### src/rtl/ifl_pkg.sv
package ifl_pkg;
  typedef enum logic [1:0] {
    FS_RUN    = 2'd0,
    FS_WRSP   = 2'd1,
    FS_WRETRY = 2'd2,
    FS_SQUASH = 2'd3
  } fstate_t;
endpackage

### src/rtl/ifl_thread.sv
module ifl_thread
  import ifl_pkg::*;
#(
  parameter int AW   = 32,
  parameter int GENW = 2
) (
  input  logic            clk,
  input  logic            rst,
  input  logic            squash_i,
  input  logic [AW-1:0]   line_i,
  input  logic            issue_i,
  input  logic            refused_i,
  input  logic            accepted_i,
  input  logic            rsp_i,
  input  logic [GENW-1:0] rsp_gen_i,
  output fstate_t         state_o,
  output logic [GENW-1:0] gen_o,
  output logic            bvalid_o,
  output logic            hit_o
);
  fstate_t         state_q;
  logic [GENW-1:0] gen_q;
  logic            bvalid_q;
  logic [AW-1:0]   btag_q;
  logic            rsp_match;

  assign rsp_match = rsp_i && (state_q == FS_WRSP) && (rsp_gen_i == gen_q);
  assign hit_o     = bvalid_q && (btag_q == line_i);
  assign state_o   = state_q;
  assign gen_o     = gen_q;
  assign bvalid_o  = bvalid_q;

  always_ff @(posedge clk) begin
    if (rst) begin
      state_q  <= FS_RUN;
      gen_q    <= '0;
      bvalid_q <= 1'b0;
    end else if (squash_i) begin
      state_q <= FS_SQUASH;
      if (state_q != FS_SQUASH) gen_q <= gen_q + 1'b1;
    end else if (rsp_match) begin
      bvalid_q <= 1'b1;
      state_q  <= FS_RUN;
    end else if (issue_i) begin
      btag_q   <= line_i;
      bvalid_q <= 1'b0;
      state_q  <= FS_WRSP;
    end else if (refused_i) begin
      state_q <= FS_WRETRY;
    end else if (accepted_i) begin
      state_q <= FS_WRSP;
    end else if (state_q == FS_SQUASH) begin
      state_q <= FS_RUN;
    end
  end

  a_r8_squash_enters: assert property (@(posedge clk) disable iff (rst)
    squash_i |=> state_o == FS_SQUASH);
  a_r4_issue_waits: assert property (@(posedge clk) disable iff (rst)
    issue_i && !squash_i |=> !bvalid_o && state_o == FS_WRSP);
  a_r9_stale_dropped: assert property (@(posedge clk) disable iff (rst)
    rsp_i && !(state_o == FS_WRSP && rsp_gen_i == gen_o) && !issue_i |=> bvalid_o == $past(bvalid_o));
endmodule

### src/rtl/ifl_retry_slot.sv
module ifl_retry_slot #(
  parameter int AW   = 32,
  parameter int TIDW = 1,
  parameter int GENW = 2
) (
  input  logic            clk,
  input  logic            rst,
  input  logic            kill_i,
  input  logic            ready_i,
  input  logic            load_i,
  input  logic [AW-1:0]   load_addr_i,
  input  logic [TIDW-1:0] load_tid_i,
  input  logic [GENW-1:0] load_gen_i,
  output logic            valid_o,
  output logic [AW-1:0]   addr_o,
  output logic [TIDW-1:0] tid_o,
  output logic [GENW-1:0] gen_o,
  output logic            blocked_o,
  output logic            refused_o,
  output logic            accepted_o
);
  logic            valid_q, blocked_q;
  logic [AW-1:0]   addr_q;
  logic [TIDW-1:0] tid_q;
  logic [GENW-1:0] gen_q;

  assign refused_o  = valid_q && !ready_i && !kill_i;
  assign accepted_o = valid_q && ready_i && !kill_i;
  assign valid_o    = valid_q;
  assign blocked_o  = blocked_q;
  assign addr_o     = addr_q;
  assign tid_o      = tid_q;
  assign gen_o      = gen_q;

  always_ff @(posedge clk) begin
    if (rst) begin
      valid_q   <= 1'b0;
      blocked_q <= 1'b0;
      addr_q    <= '0;
      tid_q     <= '0;
      gen_q     <= '0;
    end else begin
      if (valid_q && (kill_i || ready_i)) begin
        valid_q   <= 1'b0;
        blocked_q <= 1'b0;
      end else if (valid_q) begin
        blocked_q <= 1'b1;
      end
      if (load_i) begin
        valid_q <= 1'b1;
        addr_q  <= load_addr_i;
        tid_q   <= load_tid_i;
        gen_q   <= load_gen_i;
      end
    end
  end

  a_r6_hold_refused: assert property (@(posedge clk) disable iff (rst)
    valid_o && !ready_i && !kill_i |=> valid_o && blocked_o && $stable(addr_o) && $stable(tid_o));
  a_r7_release: assert property (@(posedge clk) disable iff (rst)
    valid_o && ready_i && !kill_i && !load_i |=> !valid_o && !blocked_o);
  a_r8_slot_cleared: assert property (@(posedge clk) disable iff (rst)
    valid_o && kill_i && !load_i |=> !valid_o && !blocked_o);
  a_r6_blocked_has_req: assert property (@(posedge clk) disable iff (rst)
    blocked_o |-> valid_o);
endmodule

### src/rtl/ifl_fetch_req.sv
module ifl_fetch_req
  import ifl_pkg::*;
#(
  parameter int NTHR       = 2,
  parameter int AW         = 32,
  parameter int LINE_BYTES = 32,
  parameter int GENW       = 2,
  localparam int TIDW      = (NTHR > 1) ? $clog2(NTHR) : 1
) (
  input  logic              clk,
  input  logic              rst,
  input  logic              fe_valid,
  input  logic [TIDW-1:0]   fe_tid,
  input  logic [AW-1:0]     fe_pc,
  input  logic              fe_xlate_fault,
  input  logic              intr_pending,
  input  logic              switched_out,
  input  logic [NTHR-1:0]   squash,
  output logic              req_valid,
  output logic [AW-1:0]     req_addr,
  output logic [TIDW-1:0]   req_tid,
  output logic [GENW-1:0]   req_gen,
  input  logic              req_ready,
  input  logic              rsp_valid,
  input  logic [TIDW-1:0]   rsp_tid,
  input  logic [GENW-1:0]   rsp_gen,
  output logic              fe_hit,
  output logic              fe_fault,
  output logic              fe_stall,
  output logic              cache_blocked,
  output logic [2*NTHR-1:0] thr_state,
  output logic [NTHR-1:0]   buf_valid
);
  localparam int OFFW = $clog2(LINE_BYTES);

  fstate_t         t_state [NTHR];
  logic [GENW-1:0] t_gen   [NTHR];
  logic [NTHR-1:0] t_hit, t_bv;
  logic [AW-1:0]   line_addr;
  logic            s_refused, s_accepted, s_kill;
  logic            gate_open, sel_hit, do_issue;

  assign line_addr = {fe_pc[AW-1:OFFW], {OFFW{1'b0}}};
  assign s_kill    = squash[req_tid];

  always_comb begin
    gate_open = fe_valid && (t_state[fe_tid] == FS_RUN) && !squash[fe_tid]
                && !cache_blocked && !switched_out
                && !(intr_pending && (fe_pc[1:0] == 2'b00))
                && !(req_valid && !req_ready);
    sel_hit   = t_hit[fe_tid];
    do_issue  = gate_open && !sel_hit && !fe_xlate_fault;
  end

  always_ff @(posedge clk) begin
    if (rst) begin
      fe_hit   <= 1'b0;
      fe_fault <= 1'b0;
      fe_stall <= 1'b0;
    end else begin
      fe_hit   <= gate_open && sel_hit;
      fe_fault <= gate_open && !sel_hit && fe_xlate_fault;
      fe_stall <= fe_valid && !gate_open;
    end
  end

  for (genvar g = 0; g < NTHR; g++) begin : g_thr
    ifl_thread #(.AW(AW), .GENW(GENW)) u_thr (
      .clk       (clk),
      .rst       (rst),
      .squash_i  (squash[g]),
      .line_i    (line_addr),
      .issue_i   (do_issue && (fe_tid == TIDW'(g))),
      .refused_i (s_refused && (req_tid == TIDW'(g))),
      .accepted_i(s_accepted && (req_tid == TIDW'(g))),
      .rsp_i     (rsp_valid && (rsp_tid == TIDW'(g))),
      .rsp_gen_i (rsp_gen),
      .state_o   (t_state[g]),
      .gen_o     (t_gen[g]),
      .bvalid_o  (t_bv[g]),
      .hit_o     (t_hit[g])
    );
    assign thr_state[2*g +: 2] = t_state[g];
  end

  assign buf_valid = t_bv;

  ifl_retry_slot #(.AW(AW), .TIDW(TIDW), .GENW(GENW)) u_slot (
    .clk        (clk),
    .rst        (rst),
    .kill_i     (s_kill),
    .ready_i    (req_ready),
    .load_i     (do_issue),
    .load_addr_i(line_addr),
    .load_tid_i (fe_tid),
    .load_gen_i (t_gen[fe_tid]),
    .valid_o    (req_valid),
    .addr_o     (req_addr),
    .tid_o      (req_tid),
    .gen_o      (req_gen),
    .blocked_o  (cache_blocked),
    .refused_o  (s_refused),
    .accepted_o (s_accepted)
  );

  a_r2_intr_hold: assert property (@(posedge clk) disable iff (rst)
    fe_valid && intr_pending && fe_pc[1:0] == 2'b00 |=> fe_stall && !fe_hit && !fe_fault);
  a_r2_switched_hold: assert property (@(posedge clk) disable iff (rst)
    fe_valid && switched_out |=> fe_stall);
  a_r5_one_outcome: assert property (@(posedge clk) disable iff (rst)
    $onehot0({fe_hit, fe_fault, fe_stall}));
  a_r1_aligned: assert property (@(posedge clk) disable iff (rst)
    req_valid |-> req_addr[OFFW-1:0] == '0);
endmodule

### config.mk
export PLATFORM = sky130hd
export DESIGN_NAME = ifl_fetch_req
export DESIGN_NICKNAME = d
export VERILOG_FILES = /design/src/rtl/ifl_pkg.sv /design/src/rtl/ifl_thread.sv /design/src/rtl/ifl_retry_slot.sv /design/src/rtl/ifl_fetch_req.sv
export SDC_FILE = /design/constraint.sdc
export NUM_CORES = 1
export LEC_CHECK = 0
export BUFFER_PORTS_ARGS = -buffer_cell sky130_fd_sc_hd__buf_2
export CORE_MARGIN = 5
export CORE_UTILIZATION = 40
export CTS_CLUSTER_SIZE = 40
export DETAILED_ROUTE_END_ITERATION = 8
export PLACE_DENSITY = 0.68
export RECOVER_POWER = 100
export SLEW_MARGIN = 20
export SYNTH_ARGS = -nofsm -noshare
export SYNTH_HDL_FRONTEND = slang
export SYNTH_SLANG_ARGS = --single-unit
### constraint.sdc
create_clock -name clk -period 4.3 [get_ports clk]
set_input_delay 0 -clock clk [delete_from_list [all_inputs] [get_ports clk]]
set_output_delay 0 -clock clk [all_outputs]
set_load 0.02 [all_outputs]
==> metrics.txt <==
Slew HR=23.2%; final wirelength=9920 um; first-pass GRT wire length=about 16000 um; Avg Cell Area, Syn=11.7 um2; Slew Viols, Final=0; crit path launch type=flip-flop; number of synthesized flops with an enable pin=54; Vias/cell=5.07; Post-synth ARST share=0%; fin cells=609; Max-cap violations=0; placed insts=between 500 and 600; Starting DRT DRC Count=about 190; Setup Buffers After CTS=0; Detail Placement HPWL=roughly 6900 um; Yosys warning count=0; # setup viols final=0; Arrival @ worst endpoint=3.17 ns; count of different cell masters after synthesis=36; Remaining Overflow, GRT=0; CTS resizes=0; CTS root buffer=clkbuf_8; Crit Path Category=flip-flop to flip-flop; fillers=approximately 960; # DRC=0; Die Y=112 um; main area contributors after synthesis=edfxtp_1, dfxtp_1, xor2_1, a21oi_1, nand3_1; H-tree Lvls=3; row cnt=37; Total GRT Usage=between 10% and 20%; largest net degree at the start of global routing=50; FMAX=0.314 GHz; ratio of cells with drive above 1 in the final layout=8.03%; IO buf count=83; vias in the first global route=3123; min Tclk post-route=approximately 3.2 ns; Sink Count=99; RSZ-0062 raised after global routing=no; Final Hold Viols=0; core area=0.0103 mm2; Crit Path Max Fanout=27; VDD IR max=around 0.18 mV; Worst-Skew Late Latency=0.36 ns; Post-DRT Antenna Nets=0; Main synth FF type=edfxtp_1; most frequent cells after synthesis=xor2_1, edfxtp_1, dfxtp_1; sequential area share after synthesis=60.1%; Yosys top cell by area=edfxtp_1; Tot Pwr=0.00170 W; ANT cells=0; cts bufs inserted=9; hold_buf cts=31; most common cell in the netlist=xor2_1; Final #Nets=just over 500; final setup TNS=0 ns; HP Class=input port to flip-flop; FF+latch count, synth=99; Worst Path Required=4.29 ns; GPL Wtd Cong=between 0.8 and 0.9; Cells after Synth=359; initial antenna violation count=0; vias=between 3000 and 4000; period utilization=74.1%; leakage=about 1.7 nW; WL/cell=between 15 and 20 um; Clock Skews=0.0114 ns; Worst Tran Pin Value=1.15 ns; IO Count=92; CTS tree=done; die width=112 um; DR pass1 iterations=4; area delta synth->final=21.0%; pwr/cell area=335 mW/mm2; die area=roughly 0.013 mm2; status=finished clean; share of the synthesized area in the top cell type=38.6%; clk slew on worst S/H paths=0.09 ns; Post-Syn Area=0.00420 mm2; Final Core Density=49.4%; Max Root-Sink Buffers=2; Initial Util=40.9%; Worst Setup End Kind=flip-flop
## per-layer routing
metal  GRT usage, %  routed length (um)
met1           20.7                4370
met2           25.9                4840
met3           4.96                 639
met4           2.96                  74
met5              0                   0
## critical path, stage by stage, from the launching register on
cell      delay, ns
dfxtp_1        0.37
nor2b_1        0.16
or4b_1         0.48
a211oi_1       0.48
nand2b_1       0.47
nor4_4         0.25
clkbuf_2       0.60
## cell type report
type / instances / area, um2 / area share [%]
Sequential cell: 99 / 2520 / 49.6
Multi-Input combinational cell: 238 / 1540 / 30.3
Timing Repair Buffer: 119 / 672 / 13.2
Tap cell: 136 / 170 / 3.35
Clock buffer: 11 / 141 / 2.78
Clock inverter: 5 / 30.0 / 0.591
Inverter: 1 / 3.75 / 0.0739
## power breakdown
| part | switching [W] | total, W | internal (W) |
|---|---|---|---|
| logic | 0.0000890 | 0.000153 | 0.0000640 |
| clock network | 0.000303 | 0.000527 | 0.000223 |
| registers | 0.0000118 | 0.00102 | 0.00101 |
| total | 0.000404 | 0.00170 | 0.00130 |
## metrics by stage
stage / cell area [um2] / hold slack [ns] / setup WS, ns
2_1_floorplan: 4220 / 0.0989 / 0.431
3_3_place_gp: 4720 / 0.268 / 1.51
3_5_place_dp: 4720 / 0.275 / 1.45
4_1_cts: 5200 / 0.00510 / 1.44
5_1_grt: 5080 / 0.0233 / 0.878
6_report: 5080 / 0.00949 / 1.12
## cells in the final DEF, fill, tap and decap left out, types with 2 or more instances in the layout
cell,synthesis,layout
a211oi_1,2,4
a21boi_0,2,2
a21oi_1,35,35
buf_2,4,15
buf_4,8,3
clkbuf_1,10,70
clkbuf_8,0,10
clkinv_2,0,3
clkinvlp_4,0,2
conb_1,1,5
dfxtp_1,45,45
dlygate4sd3_1,0,31
edfxtp_1,54,54
mux2i_1,4,4
nand2_1,9,9
nand2b_1,7,7
nand3_1,30,30
nand4_1,2,2
nor2_1,14,14
nor2b_1,2,2
nor3_1,3,3
nor3b_1,4,4
nor4_1,16,15
o21ai_0,0,26
o32ai_1,2,2
xnor2_1,4,4
xor2_1,58,58
## registers in the layout (all words and copies together) (netlist names)
| register | flops |
|---|---|
| u_slot.valid_o | 1 |
| g_thr.u_thr.state_o | 4 |
| u_slot.tid_o | 1 |
| fe_hit | 1 |
| g_thr.u_thr.bvalid_o | 2 |
| g_thr.u_thr.btag_q | 54 |
| u_slot.gen_o | 2 |
| fe_fault | 1 |
| u_slot.addr_o | 27 |
| g_thr.u_thr.gen_o | 4 |
| u_slot.blocked_o | 1 |
| fe_stall | 1 |
## kinds of logic (layout without fill, tap and decap cells)
logic type      count (synthesis)  count (layout)  synth area share (%)
xor+xnor                       62              62                  12.9
mux                             4               4                 0.954
compound gates                 76              76                  11.0
simple gates                   91              91                  11.6
flops                          99              99                  60.1
other cells                     1               5                0.0893
buf+inv                        26             136                  3.34
## path summary, 6_finish.rpt
kind                                       start                             endpoint  slack [ns]  cells past startpoint
setup / recovery     u_slot.valid_o$_SDFFE_PP0P_  g_thr[0].u_thr.btag_q[23]$_DFFE_PP_        1.12                      6
hold / removal                      intr_pending                  fe_fault$_SDFF_PP0_       0.009                      4
setup reg to reg     u_slot.valid_o$_SDFFE_PP0P_  g_thr[0].u_thr.btag_q[23]$_DFFE_PP_        1.12                      6
hold reg to reg   u_slot.addr_o[20]$_SDFFE_PP0N_       u_slot.addr_o[20]$_SDFFE_PP0N_        0.48                      2
(Power assumes the default switching activity.)
